## src/rtl/clk_bank_gate_pkg.sv

```systemverilog
// Shared types for the clock bank gate.
// Assumes the three-level mode pin has already been decoded to two bits.
package clk_bank_gate_pkg;
    typedef enum logic [1:0] {
        GATE_FLOAT = 2'b00,
        GATE_PARK  = 2'b01,
        GATE_TEST  = 2'b10,
        GATE_TEST2 = 2'b11
    } gate_mode_e;
endpackage

```

## src/rtl/bank_dis_sync.sv

```systemverilog
// Synchronizer chain that brings the bank disable into the bank clock domain.
// Assumes STAGES >= 2. The chain clears on synchronous active-low reset.
module bank_dis_sync #(
    parameter int STAGES = 2
) (
    input  logic clk_i,
    input  logic rst_n_i,
    input  logic dis_i,
    output logic dis_sync_o
);
    logic [STAGES-1:0] chain_q;

    // Shift the raw disable through the chain on each rising edge.
    always_ff @(posedge clk_i) begin
        if (!rst_n_i) chain_q <= '0;
        else          chain_q <= {chain_q[STAGES-2:0], dis_i};
    end

    assign dis_sync_o = chain_q[STAGES-1];
endmodule

```

## src/rtl/bank_park_ctrl.sv

```systemverilog
// Decides per output whether the clock runs. The run flags change only on the
// falling edge of the bank clock, when every gated output sits at rest level.
// Assumes mode_i is quasi-static with respect to the bank clock.
module bank_park_ctrl
    import clk_bank_gate_pkg::*;
#(
    parameter int N_OUT = 4
) (
    input  logic             clk_i,
    input  logic             rst_n_i,
    input  logic             dis_sync_i,
    input  logic [1:0]       mode_i,
    output logic [N_OUT-1:0] run_o
);
    logic park_req;

    // Park only when the synchronized disable meets park mode.
    always_comb park_req = dis_sync_i && (gate_mode_e'(mode_i) == GATE_PARK);

    // Update run flags on the falling edge so stops and restarts are clean.
    always_ff @(negedge clk_i) begin
        if (!rst_n_i) run_o <= '1;
        else          run_o <= {N_OUT{~park_req}};
    end
endmodule

```

## src/rtl/clk_out_gate.sv

```systemverilog
// One gated output: ANDs the clock with its run flag, then applies polarity.
// A stopped true output rests low and a stopped inverted output rests high.
// Assumes run_i only changes while clk_i is low.
module clk_out_gate (
    input  logic clk_i,
    input  logic run_i,
    input  logic inv_i,
    output logic clk_o
);
    // Gate then invert, so the rest level is fixed by polarity alone.
    always_comb clk_o = (clk_i & run_i) ^ inv_i;
endmodule

```

## src/rtl/clk_bank_gate.sv

```systemverilog
// Top of one clock output bank: synchronizes the disable, parks outputs on a
// clean edge in park mode, and floats them at once in float mode.
// Assumes a free-running clk_i and a mode code that changes rarely.
module clk_bank_gate
    import clk_bank_gate_pkg::*;
#(
    parameter int N_OUT       = 4,
    parameter int SYNC_STAGES = 2
) (
    input  logic             clk_i,
    input  logic             rst_n_i,
    input  logic             dis_i,
    input  logic [1:0]       mode_i,
    input  logic [N_OUT-1:0] inv_sel_i,
    output logic [N_OUT-1:0] clk_o,
    output logic [N_OUT-1:0] oe_o
);
    localparam int CNT_W = 2;

    logic             dis_sync;
    logic [N_OUT-1:0] run;
    logic             float_now;

    bank_dis_sync #(.STAGES(SYNC_STAGES)) u_sync (
        .clk_i      (clk_i),
        .rst_n_i    (rst_n_i),
        .dis_i      (dis_i),
        .dis_sync_o (dis_sync)
    );

    bank_park_ctrl #(.N_OUT(N_OUT)) u_park (
        .clk_i      (clk_i),
        .rst_n_i    (rst_n_i),
        .dis_sync_i (dis_sync),
        .mode_i     (mode_i),
        .run_o      (run)
    );

    for (genvar g = 0; g < N_OUT; g++) begin : g_out
        clk_out_gate u_gate (
            .clk_i (clk_i),
            .run_i (run[g]),
            .inv_i (inv_sel_i[g]),
            .clk_o (clk_o[g])
        );
    end

    // Float path bypasses the synchronizer so high impedance is immediate.
    always_comb float_now = dis_i && (gate_mode_e'(mode_i) == GATE_FLOAT);
    assign oe_o = {N_OUT{~float_now}};

    // Edges seen since reset, so assertions look back only past reset.
    logic [CNT_W-1:0] since_rst;
    always_ff @(posedge clk_i) begin
        if (!rst_n_i)           since_rst <= '0;
        else if (since_rst != '1) since_rst <= since_rst + 1'b1;
    end

    // Test codes never stop the bank.
    assert_test_runs_R7: assert property (@(posedge clk_i) disable iff (!rst_n_i)
        (since_rst != '0 && mode_i[1] && $past(mode_i[1])) |-> (run == '1));

    if (SYNC_STAGES == 2) begin : g_lat_chk
        // Park latency: disable seen two edges ago means parked now.
        assert_park_bound_R4: assert property (@(posedge clk_i) disable iff (!rst_n_i)
            (since_rst >= 2 && $past(dis_i, 2) && mode_i == GATE_PARK
             && $past(mode_i) == GATE_PARK) |-> (run == '0));
        // Park keeps the pads driven.
        assert_park_drives_R3: assert property (@(posedge clk_i) disable iff (!rst_n_i)
            (since_rst >= 2 && $past(dis_i, 2) && mode_i == GATE_PARK
             && $past(mode_i) == GATE_PARK) |-> (oe_o == '1 && run == '0));
        // A low disable two edges back leaves the bank running.
        assert_enabled_runs_R1: assert property (@(posedge clk_i) disable iff (!rst_n_i)
            (since_rst >= 2 && !$past(dis_i, 2)) |-> (run == '1));
    end
endmodule

```

## config.mk

```make
export PLATFORM = sky130hd
export DESIGN_NAME = clk_bank_gate
export DESIGN_NICKNAME = d
export VERILOG_FILES = /design/src/rtl/clk_bank_gate_pkg.sv /design/src/rtl/bank_dis_sync.sv /design/src/rtl/bank_park_ctrl.sv /design/src/rtl/clk_out_gate.sv /design/src/rtl/clk_bank_gate.sv
export SDC_FILE = /design/constraint.sdc
export NUM_CORES = 1
export LEC_CHECK = 0
export BUFFER_PORTS_ARGS = -buffer_cell sky130_fd_sc_hd__buf_2
export CORE_AREA = 2 2 39 41
export CTS_CLUSTER_SIZE = 28
export DETAILED_ROUTE_END_ITERATION = 12
export DIE_AREA = 0 0 41 43
export PLACE_DENSITY = 0.46
export SLEW_MARGIN = 40
export SYNTH_ARGS = -nofsm -noshare
export SYNTH_HDL_FRONTEND = slang
export SYNTH_SLANG_ARGS = --single-unit
export TNS_END_PERCENT = 30
```

## constraint.sdc

```tcl
create_clock -name clk_i -period 0.8 [get_ports clk_i]
set_clock_uncertainty 0.15 [all_clocks]
set_input_delay 0.12 -clock clk_i [delete_from_list [all_inputs] [get_ports clk_i]]
set_output_delay 0.12 -clock clk_i [all_outputs]
set_load 0.05 [all_outputs]
```

# Word level (Yosys, flattened, before mapping)
# Index checks and enable logic that the tools add are counted.
# word_totals
reg_bits,3
inputBits,9
out_inout_bits,8
word_cells,16
# classes
n_eq_ne,1
bitwise_logic,10
reduce_logical,3
# ops
operator,n
$and A1 B1 Y1,4
$xor A1 B1 Y1,4
$eq A2 B1 Y1 const B,1
$logic_and A1 B1 Y1,2
$logic_not A2 Y1,1
$not A1 Y1,2

# Depth between registers and ports, before layout
# Gate-level depths: netlist of run 1.
# depth
ltp_word,3
mapped_depth,3
mapped_depth_nobuf,2

# Hierarchy
# From an unflattened synthesis of run 1, not the netlist that was laid out.
# hier_totals
cells_unflattened,22
area_unflattened_um2,188.9
# by_module_without_submodules
module,n_inst,cells_per_inst,area_per_inst_um2,seq_area_each_um2
bank_park_ctrl,1,6,55.1,20.0
bank_dis_sync,1,4,52.6,40.0
clk_out_gate,4,2,12.5,0.0
clk_bank_gate,1,4,31.3,0.0

==> key figures, run 1 <==
Final layout
  • Layout cell share with drive strength beyond 1: 79.1%
  • Sequential cell area: 62.6 µm²
  • Layout fillers: 145
  • Final nets: 52
  • ANT cells: 0
  • Multi-input logic area: 139 µm²
  • Fin util: 32.2%
  • Area delta synth->final: 139%

Die
  • Starting Density: 13.5%
  • Ports: 17
  • Die X: 41 µm
  • Core box area: 1380 µm²
  • Full die area: 1760 µm²
  • Die Ht: 43 µm
  • FP Rows: 14

Outcome
  • Status: finished with violations
  • Failing checks: negative hold slack, negative setup slack

Power and ir drop
  • Leakage power: 0.215 nW
  • Pwr/cell area: 7780 nW/µm²
  • Sequential share of power: 4.5%
  • Internal power: 1.88 mW
  • Peak VDD IR: 1940 µV
  • Clock power frac: 93.1%
  • NetSw: 1.59 mW
  • Share of total power in combinational logic: 2.3%
  • Switching Share: 45.8%

Placement
  • Routability cong.: 0.614
  • PortBufs: 16

Setup path
  • CP cell instances: nand2_4 > buf_6 > xnor2_4 > buf_8
  • Launch point of the worst reg-to-reg path: u_sync.chain_q[1]
  • Largest fanout on the critical path: 2
  • Reg2reg end: u_park.run_o[0]
  • Depth of the most critical reg-to-reg path: 1
  • Crit path kind: register to output pin
  • Reg2reg setup slack: -0.21 ns
  • Critical Path AT: 1.65 ns
  • Slowest cell on crit path: dfxtp_2
  • Bufs and invs on worst path: 2
  • CP delay by family, top: flip-flops
  • Worst setup SP type: register
  • Worst setup EP type: output pin
  • Crit path required time: 0.53 ns
  • Max incr delay on CP: 0.33 ns

Drt
  • Drc violations: 0
  • Vias post-DR: 212
  • Via density: 3.59
  • 1st-iter DRT viols: 1
  • Post-Route WL: 559 µm
  • Post-route ant nets: 0
  • WL/cell: 9.47 µm
  • Drt pass-1 iters: 2

Synth
  • Xor-xnor portion of the synthesized cell area: 18.8%
  • Yosys Warn Count: 0
  • Post-synthesis simple-gate area fraction: 18.8%
  • Post-synthesis cell area: 186 µm²
  • Post-synthesis sequential area ratio: 32.2%
  • Adder-cell share of the synthesized area: 0%
  • Synth Area in Compound Gates: 0%
  • Seq cells post-synth: 3
  • Synth Instances: 21
  • Most area-consuming cells after synthesis: dfxtp_1 (32%), buf_4 (28%), xnor2_1 (19%)
  • Mapped Nets: 30
  • Main combinational cell family by area after synthesis: buffers and inverters
  • Mean Syn Cell Area: 8.88 µm²
  • Post-synth top area share: 32.2%
  • Post-synthesis mux area share: 0%
  • Yosys cell types: 9
  • Synth area leader: dfxtp_1

GRT
  • Overflow after GRT: 0
  • Initial antenna violation count: 0
  • Vias in the first global route: 292
  • First-pass GRT wire length: 772 µm
  • Total GRT Usage: 8.41%
  • Largest net degree at the start of global routing: 5

CTS
  • CTS tree: yes
  • Clock Latency Late Sink: 0.34 ns
  • Worst-path clk slew: 0.04 ns
  • Setup repair bufs after CTS: 0

STA
  • Setup TNS Final: -5.04 ns
  • Hold Slack: -0.143 ns
  • Final Max Slew Viols: 0
  • Worst Setup Slack, final: -1.12 ns
  • Unrepaired setup endpoints after global routing: yes
  • Final Hold Viols: 2
  • Normalized max-slew margin: 90.6%
  • Final number of setup-violating endpoints: 10
  • Worst slew pin tran: 0.142 ns

Worst hold path
  • Min-Delay Path Class: input port to register
  • WHS Endpoint: u_sync.chain_q[0]
  • Worst hold start: dis_i
  • Hold Path Depth: 2

Flow run
  • Max Cap Violations: 0
synth_stat cells:
master,n
buf_4,7
xnor2_1,4
dfxtp_1,3
and2_1,2
inv_1,1
nand2_1,1
nand2_2,1
nand4b_1,1
nor2_1,1
registers in the layout, summed over array words and instances, names as in the netlist:
signal	count
u_sync.chain_q	2
u_park.run_o	1
power groups by stage:
stage / Combinational [mW] / Clock (mW) / Sequential [mW]
6_report: 0.0801 / 3.23 / 0.157
5_1_grt: 0.0847 / 3.42 / 0.158
4_1_cts: 0.0752 / 2.82 / 0.157
3_5_place_dp: 0.0665 / 1.30 / 0.159
3_3_place_gp: 0.0663 / 1.30 / 0.159
2_1_floorplan: 0.0440 / 1.44 / 0.159
how the worst max path moves through the flow:
stage / end / depth (start not counted) / from
after floorplan: clk_o[0] / 3 / u_park.run_o[0]
after global placement: clk_o[0] / 3 / u_park.run_o[0]
after detailed placement: clk_o[0] / 3 / u_park.run_o[0]
after CTS: clk_o[3] / 4 / u_park.run_o[0]
after global routing: clk_o[0] / 4 / u_park.run_o[0]
final: clk_o[0] / 4 / u_park.run_o[0]
area by class of cell:
class	count	share of cell area [%]
clock buffer	16	32.9
timing repair buffer	12	15.7
clock inverter	2	1.69
sequential	3	14.0
multi-input combinational	10	31.2
tap	16	4.49
routing by layer:
| metal | up-vias | global-route usage (%) | part of all wire [%] |
|---|---|---|---|
| li1 | 102 | - | - |
| met1 | 90 | 2.55 | 29 |
| met2 | 16 | 10.3 | 53 |
| met3 | 4 | 4.71 | 11 |
| met4 | 0 | 22.7 | 6.3 |
| met5 | - | 0 | 0 |
what timing repair did:
action                                  CTS  global route
endpoints found under the setup margin   10            10
pin swaps                                 3             2
hold endpoints to repair                  2             2
resized for setup                        17             8
cloned                                    0             0
placed cells by master (no fill, tap or decap), drive strengths merged:
master  count
buf        18
clkbuf     10
xnor2       4
dfxtp       3
inv         2
and2        2
nand2       2
nand4b      1
nor2        1
through the flow:
step	std cells	total power, mW	instance area, µm²	worst slack [ns]
after floorplan	21	1.65	193	-0.595
after global placement	46	1.53	240	-0.642
after detailed placement	46	1.53	240	-0.645
after CTS	59	3.05	402	-1.16
after global routing	59	3.66	445	-1.18
final	59	3.47	445	-1.12
kinds of logic (layout without fill, tap and decap cells):
group	after synthesis	in the layout
flip-flops	3	3
AND/OR/NAND/NOR	6	6
buffers and inverters	8	30
XOR/XNOR	4	4
Power figures use the tool's default switching activity.
==> run 2: changes to the inputs <==
Settings changed: ABC_AREA from default to 1, CORE_AREA 2 2 39 41 to 2 2 63 65, CTS_CLUSTER_SIZE 28 to default, DIE_AREA 0 0 41 43 to 0 0 65 67, PLACE_DENSITY 0.46 to default, PLACE_DENSITY_LB_ADDON from default to 0.15.
Clock period 0.8 ns to 1 ns, I/O delays scaled along.
==> run 2 against run 1 <==
- the run ends with negative setup slack left
- hold slack improved by 0.39 ns
- non-clock buffer count is 4 higher
- via count rose by 39%
- sequential share of layout area is 2.6 points lower
- final cell count rose by 85%
- sequential power shrank 21%
==> key figures, run 2 <==
Die
  • Ports: 17 (unchanged)
  • Full die area: 4360 µm² (was 1760 µm²)
  • Core box area: 3610 µm² (was 1380 µm²)
  • FP Rows: 22 (was 14)
  • Die Ht: 67 µm (was 43 µm)
  • Die X: 65 µm (was 41 µm)
  • Starting Density: 6.11% (was 13.5%)

Worst hold path
  • Min-Delay Path Class: register to register (was input port to register)
  • Hold Path Depth: 2 (unchanged)
  • WHS Endpoint: u_sync.chain_q[1] (was u_sync.chain_q[0])
  • Worst hold start: u_sync.chain_q[0] (was dis_i)

Setup path
  • Largest fanout on the critical path: 4 (was 2)
  • Max incr delay on CP: 0.34 ns (was 0.33 ns)
  • Worst setup EP type: output pin (unchanged)
  • Launch point of the worst reg-to-reg path: u_sync.chain_q[1] (unchanged)
  • Slowest cell on crit path: dfxtp_4 (was dfxtp_2)
  • Reg2reg setup slack: -0.06 ns (was -0.21 ns)
  • Worst setup SP type: register (unchanged)
  • Depth of the most critical reg-to-reg path: 1 (unchanged)
  • Crit path kind: register to output pin (unchanged)
  • Reg2reg end: u_park.run_o[0] (unchanged)
  • Critical Path AT: 1.68 ns (was 1.65 ns)
  • Crit path required time: 0.70 ns (was 0.53 ns)
  • CP cell instances: buf_4 > nand3_1 > nand2_2 > buf_8 (was nand2_4 > buf_6 > xnor2_4 > buf_8)

CTS
  • Clock Latency Late Sink: 0.32 ns (was 0.34 ns)
  • Worst-path clk slew: 0.03 ns (was 0.04 ns)
  • CTS tree: yes (unchanged)

Placement
  • PortBufs: 16 (unchanged)
  • DP HPWL: 513 µm
  • Routability cong.: 0.601 (was 0.614)
  • Placed instance area: 317 µm² (was 240 µm²)
  • DP Cell Count: 94 (was 46)

Power and ir drop
  • Pwr/cell area: 4710 nW/µm² (was 7780 nW/µm²)
  • Peak VDD IR: 1320 µV (was 1940 µV)
  • Leakage power: 0.297 nW (was 0.215 nW)

Final layout
  • Layout fillers: 420 (was 145)
  • Fin util: 15.8% (was 32.2%)
  • Layout cell share with drive strength beyond 1: 65.6% (was 79.1%)
  • Area delta synth->final: 158% (was 139%)
  • Highest-count cells in the layout ignoring fill and taps: buf_2 (12), inv_1 (8), clkbuf_8 (7), buf_8 (5) (was clkbuf_4 (9), buf_2 (8), buf_6 (4), buf_4 (4), xnor2_4 (3))
  • Largest Register: u_sync.chain_q (unchanged)
  • Layout Cells excl Fill: 109 (was 59)
  • Top Registers: u_sync.chain_q x2, u_park.run_o x1 (unchanged)
  • Design Area, Final: 568 µm² (was 445 µm²)
  • Final nets: 70 (was 52)
  • Commonest non-fill, non-tap cell in the layout: buf_2 (was clkbuf_4)
  • Number of flip-flops in the largest register: 2 (unchanged)
  • ANT cells: 0 (unchanged)

Outcome
  • Status: finished with violations (unchanged)
  • Failing checks: negative setup slack (was negative hold slack, negative setup slack)

Drt
  • Drt pass-1 iters: 2 (unchanged)
  • 1st-iter DRT viols: 13 (was 1)
  • Post-route ant nets: 0 (unchanged)
  • WL/cell: 6.82 µm (was 9.47 µm)
  • Post-Route WL: 743 µm (was 559 µm)
  • Vias post-DR: 295 (was 212)
  • Via density: 2.71 (was 3.59)
  • Drc violations: 0 (unchanged)

STA
  • Final number of setup-violating endpoints: 10 (unchanged)
  • Worst slew pin tran: 0.247 ns (was 0.142 ns)
  • Unrepaired setup endpoints after global routing: yes (unchanged)
  • Final Max Slew Viols: 0 (unchanged)
  • Worst Setup Slack, final: -0.978 ns (was -1.12 ns)
  • Normalized max-slew margin: 83.6% (was 90.6%)
  • Final Hold Viols: 0 (was 2)

Synth
  • Post-synthesis cell area: 220 µm² (was 186 µm²)
  • Mean Syn Cell Area: 6.12 µm² (was 8.88 µm²)
  • Post-synth EDFFs: 0 (unchanged)
  • Synth Flop Type: dfxtp_1 (unchanged)
  • Most area-consuming cells after synthesis: dfxtp_1 (27%), buf_4 (24%), nand2_1 (19%) (was dfxtp_1 (32%), buf_4 (28%), xnor2_1 (19%))
  • FFs w/ async S/R, synth: 0% (unchanged)
  • Post-synth top area share: 27.3% (was 32.2%)
  • Yosys Warn Count: 0 (unchanged)
  • Synth area leader: dfxtp_1 (unchanged)
  • Post-synth top cells: nand2_1 (11), inv_1 (8), buf_4 (7) (was buf_4 (7), xnor2_1 (4), dfxtp_1 (3))
  • Mapped Nets: 45 (was 30)
  • Post-synthesis sequential area ratio: 27.3% (was 32.2%)
  • Seq cells post-synth: 3 (unchanged)
  • Dominant cell by count in the synthesized netlist: nand2_1 (was buf_4)
  • Yosys cell types: 8 (was 9)
  • Synth Instances: 36 (was 21)

GRT
  • Overflow after GRT: 0 (unchanged)
  • GR Util met3: 8.28% (was 4.71%)
  • Largest net degree at the start of global routing: 5 (unchanged)
  • Met1 usage: 1.71% (was 2.55%)
  • First-pass GRT wire length: 1210 µm (was 772 µm)
  • Initial antenna violation count: 0 (unchanged)
  • GRT Max-Usage Layer: met4 (unchanged)
  • Met2 usage: 3.99% (was 10.3%)
  • Total GRT Usage: 4.76% (was 8.41%)
  • Vias in the first global route: 429 (was 292)

Flow run
  • Max Cap Violations: 0 (unchanged)
[run 2: cell types whose count changed after synthesis]
| cell | previous run | this run |
|---|---|---|
| xnor2_1 | 4 | 0 |
| nand3_1 | 0 | 4 |
| inv_1 | 1 | 8 |
| nand2_1 | 1 | 11 |
| nand4_1 | 0 | 1 |
| nand4b_1 | 1 | 0 |
| and2_1 | 2 | 0 |
[run 2: critical path, delay by kind of cell, from the launching register on]
| family | cells | cell delay (ns) |
|---|---|---|
| buffers and inverters | 2 | 0.29 |
| DFF | 1 | 0.34 |
| and+or+nand+nor | 2 | 0.15 |
[run 2: repair_timing]
action | in CTS | in global routing
setup endpoints to repair | 13 | 10
pin swaps | 6 | 5
setup buffers | 2 | 0
hold buffers | 2 | 0
hold endpoints to repair | 2 | 0
resized for setup | 18 | 9
[run 2: routing by layer]
| metal | share of wire (%) | vias to the layer above | routed length, µm |
|---|---|---|---|
| met5 | 0 | - | 0 |
| met4 | 1.1 | 0 | 8 |
| met3 | 17 | 3 | 123 |
| met2 | 51 | 15 | 378 |
| met1 | 31 | 129 | 232 |
| li1 | - | 148 | - |
[run 2: logic make-up (layout without fill, tap and decap cells)]
group / after synthesis / in the layout / share of synthesized area (%)
flip-flops: 3 / 3 / 27.3
buffers and inverters: 15 / 40 / 37.5
AND/OR/NAND/NOR: 18 / 18 / 35.2
[run 2: area by class of cell]
| class | instances | area [µm²] | share of cell area [%] |
|---|---|---|---|
| repair buffers | 16 | 95.1 | 16.7 |
| clock buffers | 15 | 194 | 34.1 |
| well taps | 48 | 60.1 | 10.6 |
| multi-input cells | 18 | 120 | 21.1 |
| clock inverters | 2 | 7.51 | 1.32 |
| flip-flops and latches | 3 | 65.1 | 11.5 |
| inverters | 7 | 26.3 | 4.63 |
[run 2: where the power goes]
part	total (mW)	leakage [nW]	switching, mW	internal (mW)
combinational	0.0715	0.110	0.0446	0.0269
clock	2.48	0.163	1.10	1.38
sequential	0.124	0.0250	0.00123	0.123
[run 2: how the worst max path moves through the flow]
| stage | startpoint | endpoint | slack, ns | depth (start not counted) |
|---|---|---|---|---|
| floorplan | u_park.run_o[0] | clk_o[0] | -0.46 | 4 |
| global placement | u_park.run_o[0] | clk_o[0] | -0.53 | 4 |
| detailed placement | u_park.run_o[0] | clk_o[0] | -0.53 | 4 |
| CTS | u_park.run_o[0] | clk_o[0] | -1.02 | 5 |
| global route | u_park.run_o[0] | clk_o[2] | -1.04 | 4 |
| finish | u_park.run_o[0] | clk_o[1] | -0.98 | 4 |
[run 2: through the flow]
stage	setup TNS [ns]	power [mW]	hold WS, ns	setup WS (ns)
floorplan	-2.51	1.15	0.0935	-0.455
global placement	-2.32	0.979	0.222	-0.533
detailed placement	-2.33	0.979	0.223	-0.535
CTS	-4.17	2.58	0.254	-1.02
global route	-4.21	2.85	0.261	-1.04
finish	-3.96	2.68	0.251	-0.978
